--- config.mk ---
export PLATFORM = sky130hd
export DESIGN_NAME = sba_engine
export DESIGN_NICKNAME = d
export VERILOG_FILES = /design/src/rtl/sba_engine.sv
export SDC_FILE = /design/constraint.sdc
export NUM_CORES = 1
export LEC_CHECK = 0
export BUFFER_PORTS_ARGS = -buffer_cell sky130_fd_sc_hd__buf_2
export CORE_MARGIN = 10
export CORE_UTILIZATION = 56
export DETAILED_ROUTE_END_ITERATION = 12
export HOLD_SLACK_MARGIN = 0.06
export PLACE_DENSITY = 0.86
export SLEW_MARGIN = 0
export SYNTH_ARGS = -nofsm -noshare
export SYNTH_HDL_FRONTEND = slang
export SYNTH_SLANG_ARGS = --single-unit
--- constraint.sdc ---
create_clock -name clk -period 4.95 [get_ports clk]
set_clock_uncertainty 0.05 [all_clocks]
set_input_delay 0.2475 -clock clk [delete_from_list [all_inputs] [get_ports clk]]
set_output_delay 0.2475 -clock clk [all_outputs]
set_load 0.005 [all_outputs]
--- src/rtl/sba_engine.sv ---
module sba_engine #(
  parameter int AW = 32,
  parameter int DW = 32
) (
  input  logic          clk,
  input  logic          rst_n,
  input  logic          reg_valid,
  input  logic          reg_write,
  input  logic [1:0]    reg_addr,
  input  logic [31:0]   reg_wdata,
  output logic [31:0]   reg_rdata,
  output logic          mem_req,
  output logic          mem_we,
  output logic [AW-1:0] mem_addr,
  output logic [DW-1:0] mem_wdata,
  input  logic          mem_ready,
  input  logic          mem_rsp_valid,
  input  logic [DW-1:0] mem_rsp_data,
  input  logic          mem_rsp_err
);
  localparam int STEP = DW / 8;
  localparam logic [2:0] SIZE_CODE = 3'($clog2(STEP));

  typedef enum logic [1:0] {S_IDLE, S_REQ, S_WAIT} st_t;
  st_t st;

  logic [2:0]    ctl_size;
  logic          ctl_roa, ctl_rod, ctl_inc;
  logic          err_busy, err_bus;
  logic          op_we;
  logic [AW-1:0] addr_q, req_addr;
  logic [DW-1:0] data_q;

  logic busy, blocked, acc, hit_busy, go, start_rd, start_wr, size_ok, launch, done, ctl_wr;

  assign busy     = (st != S_IDLE);
  assign blocked  = err_busy | err_bus;
  assign ctl_wr   = reg_valid && reg_write && reg_addr == 2'd0;
  assign acc      = reg_valid && ((reg_addr == 2'd1 && reg_write) || reg_addr == 2'd2);
  assign hit_busy = acc && busy;
  assign go       = acc && !busy && !blocked;
  assign start_rd = go && ((reg_addr == 2'd1 && reg_write && ctl_roa) ||
                           (reg_addr == 2'd2 && !reg_write && ctl_rod));
  assign start_wr = go && reg_addr == 2'd2 && reg_write;
  assign size_ok  = (ctl_size == SIZE_CODE);
  assign launch   = (start_rd || start_wr) && size_ok;
  assign done     = (st == S_WAIT) && mem_rsp_valid;

  assign mem_req   = (st == S_REQ);
  assign mem_we    = op_we;
  assign mem_addr  = req_addr;
  assign mem_wdata = data_q;

  always_comb begin
    case (reg_addr)
      2'd0:    reg_rdata = {21'd0, err_bus, err_busy, busy, 2'd0, ctl_inc, ctl_rod, ctl_roa, ctl_size};
      2'd1:    reg_rdata = 32'(addr_q);
      2'd2:    reg_rdata = 32'(data_q);
      default: reg_rdata = 32'd0;
    endcase
  end

  always_ff @(posedge clk) begin
    if (!rst_n) begin
      st       <= S_IDLE;
      ctl_size <= SIZE_CODE;
      ctl_roa  <= 1'b0;
      ctl_rod  <= 1'b0;
      ctl_inc  <= 1'b0;
      err_busy <= 1'b0;
      err_bus  <= 1'b0;
      op_we    <= 1'b0;
      addr_q   <= '0;
      req_addr <= '0;
      data_q   <= '0;
    end else begin
      if (ctl_wr) begin
        ctl_size <= reg_wdata[2:0];
        ctl_roa  <= reg_wdata[3];
        ctl_rod  <= reg_wdata[4];
        ctl_inc  <= reg_wdata[5];
        if (reg_wdata[9])  err_busy <= 1'b0;
        if (reg_wdata[10]) err_bus  <= 1'b0;
      end
      if (hit_busy) err_busy <= 1'b1;
      if (go && reg_addr == 2'd1) addr_q <= reg_wdata[AW-1:0];
      if (start_wr) data_q <= reg_wdata[DW-1:0];
      if ((start_rd || start_wr) && !size_ok) err_bus <= 1'b1;
      if (launch) begin
        st       <= S_REQ;
        op_we    <= start_wr;
        req_addr <= (reg_addr == 2'd1) ? reg_wdata[AW-1:0] : addr_q;
      end
      if (st == S_REQ && mem_ready) st <= S_WAIT;
      if (done) begin
        st <= S_IDLE;
        if (mem_rsp_err) err_bus <= 1'b1;
        else begin
          if (!op_we) data_q <= mem_rsp_data;
          if (ctl_inc) addr_q <= addr_q + AW'(STEP);
        end
      end
    end
  end
endmodule


# After elaboration in Yosys (flattened, before gate mapping)
# Index checks and enable logic that the tools add are counted.
# Widths: inputs -> output; s select.
dict set report op_classes {
  addsub 1
  eq_ne 5
  mux 20
  bitwise 2
  reduce_logical 33
}
# op n
set ops {}
lappend ops {{$mux 32} 9}
lappend ops {{$pmux 32 s3} 1}
lappend ops {{$add 32x3->32 const B} 1}
lappend ops {{$logic_and 1x1->1} 18}
lappend ops {{$mux 1} 8}
lappend ops {{$reduce_bool 2->1} 4}
lappend ops {{$eq 2x1->1 const B} 2}
lappend ops {{$eq 2x2->1 const B} 2}
lappend ops {{$logic_not 1->1} 4}
lappend ops {{$mux 2} 2}
lappend ops {{$eq 3x2->1 const B} 1}
lappend ops {{$logic_or 1x1->1} 3}
lappend ops {{$reduce_or 3->1} 1}
lappend ops {{$logic_not 2->1} 1}
lappend ops {{$reduce_and 2->1} 1}
lappend ops {{$reduce_or 2->1} 1}
lappend ops {{$not 1->1} 1}
lappend ops {{$or 1x1->1} 1}
dict set report totals {
  regBits 107
  input_bits 73
  out_inout_bits 98
}

# Depth between registers and ports, before layout
dict set report depth {
  word_depth 13
  ltp_mapped 8
  ltp_nobuf 6
}

# Least setup slack after synthesis
# OpenSTA, ideal clock, no wires.
dict set report synth_path {
  kind {reg-to-reg}
  from {register st[1]}
  to {register addr_q[17]}
  setup_ns 0.070
  arrival_ns 1.776
  t_required_ns 4.830
  setup_slack_ns 3.053
  path_stages_with_launch 7
  synth_period_minus_slack_ns 1.897
  cell_sequence {dfxtp_1 > nand3b_4 > or3b_1 > clkbuf_1 > nor4_1 > mux2_2 > a21oi_1}
}
dict set report synth_between {
  elab_chain_cells 9
}
# element line_no
set synth_rtl {}
lappend synth_rtl {{from (decl)} 25} ;# st_t st;
lappend synth_rtl {{from (signal assigned)} 65} ;# st <= S_IDLE;
lappend synth_rtl {{from (signal assigned)} 90} ;# st <= S_REQ;
lappend synth_rtl {{from (signal assigned)} 94} ;# if (st == S_REQ && mem_ready) st <= S_WAIT;
lappend synth_rtl {{$reduce_bool 2->1} 36} ;# assign busy = (st != S_IDLE);
lappend synth_rtl {{$logic_not 1->1} 41} ;# assign go = acc && !busy && !blocked;
lappend synth_rtl {{$logic_and 1x1->1 (2 in series)} 41}
lappend synth_rtl {{$logic_and 1x1->1} 86} ;# if (go && reg_addr == 2'd1) addr_q <= reg_wdata[AW-1:0];
lappend synth_rtl {{$mux 32} 86}
lappend synth_rtl {{$mux 32} 100} ;# if (ctl_inc) addr_q <= addr_q + AW'(STEP);
lappend synth_rtl {{$mux 32} 97} ;# if (mem_rsp_err) err_bus <= 1'b1;
lappend synth_rtl {{$mux 32 (*)} 95} ;# if (done) begin
lappend synth_rtl {{to (signal assigned)} 86}
lappend synth_rtl {{to (signal assigned)} 100}
lappend synth_rtl {{to (decl)} 31} ;# logic [AW-1:0] addr_q, req_addr;
# Mark *: on every way between the ends. The rest lies on a longest branch, timed or not.
# A chain may end at the register's enable or synchronous reset.

# Worst setup path after layout
dict set report layout_path {
  from {register st[1]}
  to {register op_we, in the netlist mem_we}
}
dict set report layout_between {
  elab_chain_cells 8
}
# element line_no
set layout_rtl {}
lappend layout_rtl {{$reduce_bool 2->1 (*)} 36}
lappend layout_rtl {{$logic_not 1->1 (*)} 41}
lappend layout_rtl {{$logic_and 1x1->1 (*) (2 in series)} 41}
lappend layout_rtl {{$logic_and 1x1->1 (2 in series)} 44} ;# assign start_wr = go && reg_addr == 2'd2 && reg_write;
lappend layout_rtl {{$logic_or 1x1->1} 46} ;# assign launch = (start_rd || start_wr) && size_ok;
lappend layout_rtl {{$logic_and 1x1->1} 46}
lappend layout_rtl {{to (signal assigned)} 91} ;# op_we <= start_wr;
lappend layout_rtl {{to (decl)} 30} ;# logic op_we;
# Marked as above.

==> summary.md <==
| Metric | Value |
|---|---|
| Slew margin rel. | `between 15 and 20%` |
| Pwr Density | `roughly 250 nW/um^2` |
| CP startpoint kind | `flop` |
| Reg area | `approximately 2100 sq um` |
| I/O Pins | `roughly 170` |
| Share of layout cells above drive strength 1 | `26.2%` |
| Peak VDD IR | `~140 uV` |
| Die Y-Extent | `around 120 um` |
| # setup viols final | `0` |
| Setup slack, reg-to-reg | `between 2000 and 2500 ps` |
| Synth top area share | `between 30 and 40%` |
| CP startpoint | `st[1]` |
| Worst hold path class | `in2reg` |
| Clock Sinks | `roughly 110` |
| Actual slew at the worst max-slew pin | `about 1200 ps` |
| Vias | `roughly 5,800` |
| FILL cells | `roughly 760` |
| DR WL met2 | `between 9000 and 10,000 um` |
| Vias per cell | `around 6.1` |
| Count leader, synth | `dfxtp_1` |
| Number of global-route vias before repair | `5,841` |
| Post-layout min period | `~2800 ps` |
| Register area share after synthesis | `slightly below 40%` |
| RSZ-0062 raised after global routing | `false` |
| P&R area growth vs syn | `26.4%` |
| Final ANT Viol Nets | `0` |
| Worst-path clk slew | `100 ps` |
| CP endpoint | `mem_we` |
| Total GRT Usage | `approximately a quarter` |
| Cells after Synth | `about 650` |
| Total grt overflow | `0` |
| Max incr delay on CP | `990 ps` |
| Worst R2R End | `mem_we` |
| Worst Setup Slack, final | `~2200 ps` |
| First-pass GRT wire length | `between 20,000 and 30,000 um` |
| Most frequent cells after synthesis | `dfxtp_1 (107), nand2_1 (83), mux2i_1 (78)` |
| Critical path class | `reg2reg` |
| Worst path slowest cell | `and3_2` |
| Synth area leader | `dfxtp_1` |
| Leak Pwr | `a little over 3 nW` |
| WP data arrival | `3050 ps` |
| Wire per inst | `around 19 um` |
| CP endpoint kind | `flop` |
| Hold_sp | `reg_wdata[17]` |
| Placer Congestion | `0.908` |
| Post-synthesis register bit count | `107` |
| Die W | `120 um` |
| Ys flop type | `dfxtp_1` |
| Row cnt | `36` |
| TritonCTS Buffers | `9` |
| Synthesized area | `approximately 5600 sq um` |
| TNS Setup | `0 ps` |
| Post-CTS sizing | `0` |
| FF-to-FF path depth | `5` |
| Maxcap violations | `0` |
| Deepest clock path buffer count | `2` |
| Period utilization | `between 50% and 60%` |
| CTS tree | `yes` |
| Footprint of the multi-input gates | `roughly 3200 sq um` |
| Critical path required time | `~5200 ps` |
| Crit path max fanout | `65` |
| First-iteration detailed-routing DRC count | `433` |
| Total wire length | `around 18,000 um` |
| Hold violation count in the final report | `0` |
| Worst path cell trace | `nor4_1 -> and2_1 -> and3_2 -> mux2_1 -> nor2_1` |
| DR top layer | `met4` |
| Top post-synthesis cells by area | `dfxtp_1 (39%), mux2i_1 (14%), nand2_1 (5.6%)` |
| Core Region | `just under 10,000 sq um` |
| Port Buffers | `170` |
| Final design instance area without fill | `approximately 7000 sq um` |
| Root Buffer | `clkbuf_8` |
| FF-to-FF Start | `st[1]` |
| Mean post-synth cell area | `around 8.5 sq um` |
| Pre-CTS setup slack | `a little over 2000 ps` |
| Hpwl dp | `12,600 um` |
| Area after DPL | `roughly 6500 sq um` |
| Ys Warns | `0` |
| H-tree depth | `3` |
| Hold WS | `around 76 ps` |
| Number of antenna diodes | `0` |
| Outcome | `complete, no violations` |
| Worst-Skew Late Latency | `390 ps` |
| Post-synth ARST share | `0%` |
| Pin count of the biggest net entering global routing | `66` |
| Met1 wire length | `7220 um` |
| # DRC | `0` |
| Delay-heaviest family, CP | `simple AND/OR/NAND/NOR gates` |
| Starting Density | `a little under three fifths` |
| Syn Nets | `approximately 730` |
| Total power | `1.77 mW` |
| Hold-fix buffers at CTS | `32` |
| Pins Over Slew Limit | `0` |
| Critical path depth | `5` |
| Fmax | `359 MHz` |
| EDFF count, synth | `0` |
| First-pass iteration count of the detailed router | `5` |
| Distinct cells, synth | `58` |
| Routed wl met3 | `about 1500 um` |
| Nets@finish | `~900` |
| Die Footprint | `between 10,000 and 15,000 sq um` |
| WP buf/inv | `0` |
| Post-CTS Setup Bufs | `0` |
| Initial antenna violation count | `0` |
[placed cells by master (no fill, tap or decap), types with 4 or more instances in the layout]
cell type and n:
dfxtp_1 107, nand3_1 17, and3_1 6, nand4_1 10
xor2_1 4, inv_1 8, o211ai_1 9, a31oi_1 7
dlygate4sd3_1 32, a22oi_1 6, nor3_1 4, nor4_1 4
nand2_1 83, buf_4 9, clkbuf_8 10, a21oi_1 26
o21ai_1 25, nor2_1 55, and2_1 7, buf_2 170
o21ai_0 30, a32oi_1 6, or3_1 5, mux2i_1 78
a211oi_1 31, a22o_1 23
[report_power, final]
part | switching, mW | total [mW] | internal [mW] | leakage, nW
registers | 0.0217 | 0.906 | 0.884 | 0.867
logic | 0.113 | 0.210 | 0.0973 | 2.10
clock network | 0.307 | 0.656 | 0.349 | 0.123
[metal layers]
metal | track usage, % | vias to the layer above
li1 | - | 2741
met1 | 28.1 | 2780
met2 | 42.2 | 280
met3 | 6.42 | 38
met4 | 8.30 | 0
met5 | 0 | -
[cell type report]
cell class	instances	share of cell area [%]
Timing Repair Buffer	211	17.7
Clock inverter	5	1.43
Tap cell	133	2.37
Inverter	9	0.481
Sequential cell	107	30.5
Multi-Input combinational cell	484	45.5
Clock buffer	11	2.01
[worst min-delay path, cell delays in order]
cell	delay, ps
buf_2	110
nand2_1	50
a21oi_1	50
[flip-flops by register name, indices dropped and copies added (netlist names)]
name / cells
addr_q: 32
mem_addr: 32
mem_wdata: 32
ctl_size: 3
st: 2
ctl_inc: 1
ctl_roa: 1
ctl_rod: 1
err_bus: 1
err_busy: 1
mem_we: 1
[kinds of logic (layout without fill, tap and decap cells)]
kind of cell               after synthesis  after routing  share of synthesized area [%]
and+or+nand+nor                        218            218                           19.5
buffers and inverters                   63            236                           4.62
xor gates and xnor gates                 4              4                          0.631
DFF                                    107            107                           38.6
adders and majority gates                1              1                          0.225
muxes                                   83             83                           15.1
AOI/OAI and AO/OA                      178            178                           21.3
[worst min path at each step]
stage,to,slack (ps),depth (start not counted)
6_report,addr_q[17],80,3
5_1_grt,addr_q[1],80,3
3_5_place_dp,mem_wdata[0],400,3
2_1_floorplan,mem_wdata[0],310,2
4_1_cts,addr_q[17],70,3
3_3_place_gp,mem_wdata[26],390,3
[per-stage QoR]
| step | util, % | cells |
|---|---|---|
| floorplan | - | 654 |
| CTS | 72.1 | 960 |
| global route | 72.1 | 960 |
| global placement | 66.4 | 912 |
| finish | 72.1 | 960 |
| detailed placement | 66.4 | 912 |
(Power assumes the default switching activity.)
